**src/rtl/hz_pkg.sv**
```systemverilog
package hz_pkg;
  typedef enum logic [2:0] {
    CLS_ALU    = 3'd0,
    CLS_LOAD   = 3'd1,
    CLS_STORE  = 3'd2,
    CLS_MUL    = 3'd3,
    CLS_BRANCH = 3'd4,
    CLS_NOP    = 3'd7
  } op_cls_e;
endpackage

```
**src/rtl/hz_loaduse.sv**
```systemverilog
module hz_loaduse
  import hz_pkg::*;
#(
  parameter int RW = 5
) (
  input  logic          dx_live,
  input  logic [2:0]    dx_cls,
  input  logic [RW-1:0] dx_rd,
  input  logic          dx_rd_vld,
  input  logic [2:0]    fd_cls,
  input  logic [RW-1:0] fd_rs1,
  input  logic [RW-1:0] fd_rs2,
  output logic          hit
);
  logic load_prod;
  logic m1, m2;

  assign load_prod = dx_live && (dx_cls == CLS_LOAD) && dx_rd_vld && (dx_rd != '0);
  assign m1 = (fd_rs1 == dx_rd);
  // store data operand is forwarded at the memory stage, no stall needed
  assign m2 = (fd_rs2 == dx_rd) && (fd_cls != CLS_STORE);
  assign hit = load_prod && (m1 || m2);
endmodule

```
**src/rtl/hz_mul_rules.sv**
```systemverilog
module hz_mul_rules
  import hz_pkg::*;
#(
  parameter int RW        = 5,
  parameter int MUL_DEPTH = 4
) (
  input  logic [MUL_DEPTH-2:0]      stg_vld,
  input  logic [(MUL_DEPTH-1)*RW-1:0] stg_rd,
  input  logic [2:0]                fd_cls,
  input  logic [RW-1:0]             fd_rs1,
  input  logic [RW-1:0]             fd_rs2,
  input  logic [RW-1:0]             fd_rd,
  input  logic                      fd_rd_vld,
  output logic                      src_hit,
  output logic                      port_hit,
  output logic                      order_hit
);
  localparam int NSTG       = MUL_DEPTH - 1;
  localparam int PORT_STAGE = MUL_DEPTH - 3;
  localparam int ORDER_LAST = MUL_DEPTH - 3;

  logic [NSTG-1:0] src_v, port_v, ord_v;
  logic            fd_short_wr;

  assign fd_short_wr = fd_rd_vld && (fd_rd != '0) && (fd_cls != CLS_MUL);

  for (genvar k = 0; k < NSTG; k++) begin : g_stage
    logic [RW-1:0] rd_k;
    logic          act_k;
    assign rd_k  = stg_rd[k*RW +: RW];
    assign act_k = stg_vld[k] && (rd_k != '0);
    assign src_v[k] = act_k && ((fd_rs1 == rd_k) || (fd_rs2 == rd_k));
    if (k == PORT_STAGE) begin : g_port
      assign port_v[k] = act_k;
    end else begin : g_noport
      assign port_v[k] = 1'b0;
    end
    if (k <= ORDER_LAST) begin : g_ord
      assign ord_v[k] = act_k && (fd_rd == rd_k);
    end else begin : g_noord
      assign ord_v[k] = 1'b0;
    end
  end

  assign src_hit   = |src_v;
  assign port_hit  = fd_short_wr && (|port_v);
  assign order_hit = fd_short_wr && (|ord_v);
endmodule

```
**src/rtl/hz_stall_unit.sv**
```systemverilog
module hz_stall_unit
  import hz_pkg::*;
#(
  parameter int RW        = 5,
  parameter int MUL_DEPTH = 4
) (
  input  logic                        clk,
  input  logic                        rst,
  input  logic                        flush,
  input  logic [2:0]                  fd_cls,
  input  logic [RW-1:0]               fd_rs1,
  input  logic [RW-1:0]               fd_rs2,
  input  logic [RW-1:0]               fd_rd,
  input  logic                        fd_rd_vld,
  input  logic [2:0]                  dx_cls,
  input  logic [RW-1:0]               dx_rd,
  input  logic                        dx_rd_vld,
  input  logic [MUL_DEPTH-3:0]        mul_vld,
  input  logic [(MUL_DEPTH-2)*RW-1:0] mul_rd,
  output logic                        pc_we,
  output logic                        fd_we,
  output logic                        fd_clr,
  output logic                        dx_clr,
  output logic                        dx_live
);
  localparam int NSTG = MUL_DEPTH - 1;

  logic               fd_live;
  logic [NSTG-1:0]    stg_vld;
  logic [NSTG*RW-1:0] stg_rd;
  logic               lu_hit, src_hit, port_hit, order_hit;
  logic               stall;

  assign fd_live = (fd_cls != CLS_NOP);

  // stage 0 is the multiply sitting in the execute-input latch
  assign stg_vld[0]         = dx_live && (dx_cls == CLS_MUL) && dx_rd_vld;
  assign stg_rd[RW-1:0]     = dx_rd;
  assign stg_vld[NSTG-1:1]  = mul_vld;
  assign stg_rd[NSTG*RW-1:RW] = mul_rd;

  hz_loaduse #(.RW(RW)) u_lu (
    .dx_live   (dx_live),
    .dx_cls    (dx_cls),
    .dx_rd     (dx_rd),
    .dx_rd_vld (dx_rd_vld),
    .fd_cls    (fd_cls),
    .fd_rs1    (fd_rs1),
    .fd_rs2    (fd_rs2),
    .hit       (lu_hit)
  );

  hz_mul_rules #(.RW(RW), .MUL_DEPTH(MUL_DEPTH)) u_mr (
    .stg_vld   (stg_vld),
    .stg_rd    (stg_rd),
    .fd_cls    (fd_cls),
    .fd_rs1    (fd_rs1),
    .fd_rs2    (fd_rs2),
    .fd_rd     (fd_rd),
    .fd_rd_vld (fd_rd_vld),
    .src_hit   (src_hit),
    .port_hit  (port_hit),
    .order_hit (order_hit)
  );

  assign stall = fd_live && (lu_hit || src_hit || port_hit || order_hit);

  always_comb begin
    if (flush) begin
      pc_we  = 1'b1;
      fd_we  = 1'b1;
      fd_clr = 1'b1;
      dx_clr = 1'b1;
    end else if (stall) begin
      pc_we  = 1'b0;
      fd_we  = 1'b0;
      fd_clr = 1'b0;
      dx_clr = 1'b1;
    end else begin
      pc_we  = 1'b1;
      fd_we  = 1'b1;
      fd_clr = 1'b0;
      dx_clr = 1'b0;
    end
  end

  always_ff @(posedge clk) begin
    if (rst) dx_live <= 1'b0;
    else     dx_live <= !dx_clr && fd_live;
  end
endmodule

```
**config.mk**
```make
export PLATFORM = sky130hd
export DESIGN_NAME = hz_stall_unit
export DESIGN_NICKNAME = d
export VERILOG_FILES = /design/src/rtl/hz_pkg.sv /design/src/rtl/hz_loaduse.sv /design/src/rtl/hz_mul_rules.sv /design/src/rtl/hz_stall_unit.sv
export SDC_FILE = /design/constraint.sdc
export NUM_CORES = 1
export LEC_CHECK = 0
export BUFFER_PORTS_ARGS = -buffer_cell sky130_fd_sc_hd__clkbuf_2
export CAP_MARGIN = 20
export CORE_MARGIN = 5
export CORE_UTILIZATION = 38
export CTS_CLUSTER_DIAMETER = 200
export DETAILED_ROUTE_END_ITERATION = 7
export GPL_TIMING_DRIVEN = 0
export PLACE_DENSITY = 0.79
export SETUP_SLACK_MARGIN = 0.3
export SLEW_MARGIN = 20
export SYNTH_ARGS = -nofsm -noshare
export SYNTH_HDL_FRONTEND = slang
export SYNTH_SLANG_ARGS = --single-unit
```
**constraint.sdc**
```tcl
create_clock -name clk -period 2.3 [get_ports clk]
set_input_delay 0.46 -clock clk [delete_from_list [all_inputs] [get_ports clk]]
set_output_delay 0.46 -clock clk [all_outputs]
set_load 0.1 [all_outputs]
```
* Word-level counts from Yosys, hierarchy flattened *
Cells that the tools add are included.

word-level totals
  flip-flop bits (word level) = 1
  memory bits (read-only) = 0
  bits in latches = 0
  memory bits (writable) = 0
  logic and storage cells = 54
  output and inout port bits = 5
  input bits = 43
  memories kept = 0

cells by class
  mux-type cells = 5
  reductions and logical operators = 35
  eq/ne operators = 13
  multipliers = 0
  shift-type cells = 0
  add/sub/neg operators = 0
  bitwise logic cells = 0
  div/mod/pow operators = 0
  $lt $le $gt $ge = 0

operator list
  kind                  number
  $eq A5 B5 Y1          8
  $logic_and A1 B1 Y1   21
  $reduce_bool A5 Y1    4
  $logic_or A1 B1 Y1    7
  $ne A3 B2 Y1 const B  2
  $mux W1               5
  $eq A3 B1 Y1 const B  1
  $eq A3 B2 Y1 const B  1
  $ne A3 B3 Y1 const B  1
  $reduce_or A3 Y1      1
  $reduce_or A2 Y1      1
  $logic_not A1 Y1      1

* Depth between registers and ports, before layout *
  depth after elaboration = 14
  gate-level depth with buffers = 7
  depth with buffers taken out = 6

* By module *
From an unflattened synthesis, not the netlist that was laid out.

second synthesis, totals
  cell total of the unflattened synthesis = 100
  area total of the unflattened synthesis = 762.0 µm²

by module, submodules not included
  module         cells an instance  seq. area each (µm²)  times used  area an instance (µm²)
  hz_mul_rules   68                 0.0                   1           520.5
  hz_loaduse     21                 0.0                   1           146.4
  hz_stall_unit  11                 20.0                  1           95.1

* Least setup slack after synthesis *
Ideal clock, no wire load.

  path type = input-to-output
  start = input port fd_rd[1]
  end = output port pc_we
  buffers on the path = 1
  setup slack = -0.822 ns
  stages on the path = 7
  arrival time = 2.662 ns
  required time = 1.840 ns
  cell sequence = or4_4 -> o221ai_2 -> nor3_1 -> o31ai_4 -> o211ai_2 -> nand2_1 -> buf_4

between the ends
  cells in the longest elaborated chain, start to end = 9
  elaborated cells on any way between the ends = 15
  those cells by class = eq/ne: 2; mux: 2; reduce/logical: 11

RTL lines
  what                              RTL line             text
  from (decl)                       hz_stall_unit.sv:13  input logic [RW-1:0] fd_rd,
  $reduce_bool A5 Y1                hz_mul_rules.sv:25   assign fd_short_wr = fd_rd_vld && (fd_rd != '0) && (fd_cls != CLS_MUL);
  $logic_and A1 B1 Y1 (2 in a row)  hz_mul_rules.sv:25
  $logic_and A1 B1 Y1               hz_mul_rules.sv:46   assign port_hit = fd_short_wr && (|port_v);
  $logic_or A1 B1 Y1                hz_stall_unit.sv:66  assign stall = fd_live && (lu_hit || src_hit || port_hit || order_hit);
  $logic_or A1 B1 Y1 *              hz_stall_unit.sv:66
  $logic_and A1 B1 Y1 *             hz_stall_unit.sv:66
  $mux W1 * (2 in a row)            n/a
  to (decl)                         hz_stall_unit.sv:20  output logic pc_we,

Every way passes the cells marked *; elsewhere a longest branch is shown, timed or not.

* Worst setup path in the final report *
  start = input port fd_rd[4]
  end = output port dx_clr

between the ends
  cells in the longest elaborated chain, start to end = 9
  elaborated cells on any way between the ends = 15
  those cells by class = eq/ne: 2; mux: 2; reduce/logical: 11

RTL lines
  what                              RTL line             text
  $reduce_bool A5 Y1                hz_mul_rules.sv:25
  $logic_and A1 B1 Y1 (2 in a row)  hz_mul_rules.sv:25
  $logic_and A1 B1 Y1               hz_mul_rules.sv:46
  $logic_or A1 B1 Y1                hz_stall_unit.sv:66
  $logic_or A1 B1 Y1 *              hz_stall_unit.sv:66
  $logic_and A1 B1 Y1 *             hz_stall_unit.sv:66
  $mux W1 *                         hz_stall_unit.sv:74  end else if (stall) begin
  $mux W1 *                         hz_stall_unit.sv:69  if (flush) begin
  to (decl)                         hz_stall_unit.sv:23  output logic dx_clr,

Marks and branches as above.

==> flow_summary_export.csv <==
group,metric,value,unit
finish,largest_reg_flops,1,
floorplan,boundaryPins,48,
grt,track_usage,15.0,%
floorplan,die_w,49.3,um
floorplan,rows,14,
route,vias_per_cell,5.07,
yosys,synth-seq-cells,1,
finish,reg_top3,"dx_live (1)",
yosys,yosysSeqAreaShare,3.41,%
pwr,p_per_area,253,mW/mm^2
yosys,netlist_area,587,sq um
setup_path,end_kind,"output port",
sta,grt_setup_unrepaired,"yes",
grt,antenna_found_initial,0,
finish,top_register,"dx_live",
sta,slew_violations,0,
route,drcViolationCount,0,
pwr,p_comb_share,92.0,%
finish,n_antenna_cell,0,
pwr,p_seq_share,8.0,%
floorplan,fp.dieH,49.3,um
grt,grt_remaining_overflow,0,
grt,grt_pass1_wl,3.09,mm
yosys,syn-instance-count,72,
sta,finalWorstSetupSlack,-0.286,ns
yosys,synth_cell_types,22,
route,drt_first_pass_iters,4,
sta,min_period,2.59,ns
floorplan,initial_core_util,39.4,%
sta,finClkSkew,0,ns
setup_path,cp.required,1.84,ns
sta,setup_viol,3,
clocking,clk_latency,0,ns
setup_path,reg2reg_slack,1.15,ns
placed_design,dp_hpwl,1.64,mm
pwr,cellLeakagePower,0.422,nW
setup_path,crit_family,"compound AO/OA/AOI/OAI gates",
setup_path,critPathKind,"in -> out",
setup_path,crit_slowest_cell,"or4_4",
finish,drive_gt1_share,51.2,%
grt,grt_pass1_vias,751,
pwr,power_switching,0.000123,W
sta,post-route-period-util,112,%
pwr,finalPower,0.000244,W
route,drt_iter0_drc,8,
floorplan,core_area,0.00149,sq mm
setup_path,worst-path-buf-inv,2,
sta,tightest_slew,0.541,ns
setup_path,cp-start-kind,"primary input",
status,outcome,"complete, but fails checks",
setup_path,cp_max_fo,3,
route,antenna_left,0,
setup_path,timing.critical_path.arrival,2.13,ns
grt,grt_max_degree,5,
finish,fin_area,967,sq um
setup_path,critical_path.cell_chain,"buf_6 > or4_4 > o221ai_4 > o31ai_2 > a31oi_1 > o211ai_2 > a21o_2 > clkbuf_16",
route,wl,1.86,mm
pwr,clkPwrFrac,0,%
yosys,syn_avg_cell_area,8.15,sq um
sta,maxSlewHeadroom,64.1,%
finish,nets,166,
clocking,path_clk_slew,0,ns
job,cap_violations,0,
yosys,synth_nets,115,
floorplan,design.die.area,0.00243,sq mm
sta,hold_viol,0,
placed_design,postPlaceCellArea,870,sq um
pwr,p_int,0.000121,W
route,num_vias,694,
pwr,ir_drop,0.101,mV
route,wl_per_cell,13.6,um
pwr,switching_share,50.4,%
status,violations,"setup timing",
yosys,yosys_warnings,0,
placed_design,place.gp.congestion,0.826,
sta,max_freq,387,MHz
finish,area_growth,64.8,%
setup_path,slowest_delay,0.54,ns
placed_design,io_buffers,47,
worst_hold_path,hp-class,"in -> reg",
[stage by stage]
step                utilization, %  setup TNS (ns)  worst slack [ns]  hold slack [ns]  cells
floorplan                        -          -0.350            -0.219            0.522     72
global placement              58.4           -1.46            -0.526            0.623    135
detailed placement            58.4           -1.55            -0.557            0.636    135
CTS                           64.2          -0.906            -0.343            0.639    137
global route                  65.0          -0.923            -0.357            0.644    137
finish                        65.0          -0.712            -0.286            0.636    137
[cells by family after synthesis]
logic type,synth area share (%)
compound gates,17.3
buf+inv,2.56
xor+xnor,52.2
simple gates,24.5
flops,3.41
[final cells by class]
class	count	area [sq um]
Multi-Input combinational cell	69	582
Fill cell	130	522
Timing Repair Buffer	49	317
Buffer	2	27.5
Sequential cell	1	21.3
Tap cell	16	20.0
[worst register-to-register path, delay by kind of cell, from the launching register on]
family	cells	cell delay [ns]
AO/OA/AOI/OAI	3	0.44
buffers and inverters	1	0.16
flip-flops	1	0.30
AND/OR/NAND/NOR	2	0.13
[layer usage]
layer	global-route usage (%)	routed length, um	share of wire (%)
met1	16.3	690	37
met2	30.9	1060	57
met3	2.14	113	6.1
met4	0.448	0	0
met5	0	0	0
[Yosys cell counts]
cell type  instances  share of area, %
nand3_1            5               4.3
xor2_1            12                18
nand4b_1           1               1.5
dfxtp_1            1               3.4
a21oi_1            1              0.85
nor4b_1            1               1.5
nand4_1            2               2.1
nand2_1            3               1.9
o31ai_4            1               3.6
xnor2_1           23                34
nor3b_2            1               2.1
o31ai_1            1               1.3
a21o_1             1               1.3
o21ai_0            1              0.85
a31oi_1            2               2.1
nor3_1             7               6.0
buf_4              2               2.6
or4_1              2               2.6
o211ai_2           1               2.1
nor2_1             1              0.64
o221ai_2           2               5.1
or4_4              1               1.9
[power groups by stage]
| stage | Combinational (W) | Sequential [W] | Clock, W |
|---|---|---|---|
| 6_report | 0.000225 | 0.0000196 | 0 |
| 5_1_grt | 0.000240 | 0.0000199 | 0 |
| 4_1_cts | 0.000222 | 0.0000196 | 0 |
| 3_5_place_dp | 0.000199 | 0.0000196 | 0 |
| 3_3_place_gp | 0.000195 | 0.0000196 | 0 |
| 2_1_floorplan | 0.000116 | 0.0000280 | 0 |
[layout by cell type (no fill, tap or decap), types with 2 or more instances in the layout]
cell        n
nand2_1     2
clkbuf_2   43
or4_1       2
nor3_1      6
clkbuf_16   3
xor2_1     12
nand3_1     5
buf_4       3
nand4_1     2
xnor2_1    23
a31oi_1     2
[path summary, 6_finish.rpt]
| check | from | end | cells after the start |
|---|---|---|---|
| worst max register to register | dx_live$_SDFF_PP0_ | dx_live$_SDFF_PP0_ | 6 |
| worst max-delay path | fd_rd[4] | dx_clr | 8 |
| worst min-delay path | rst | dx_live$_SDFF_PP0_ | 2 |
| worst min register to register | dx_live$_SDFF_PP0_ | dx_live$_SDFF_PP0_ | 6 |
[repair_timing]
| action | CTS | global route |
|---|---|---|
| pin swaps | 4 | 3 |
| resized for setup | 10 | 2 |
| gates cloned | 0 | 0 |
| hold buffers | 0 | 0 |
| buffers inserted | 2 | 0 |
| endpoints found under the setup margin | 4 | 4 |
(Power assumes the default switching activity.)
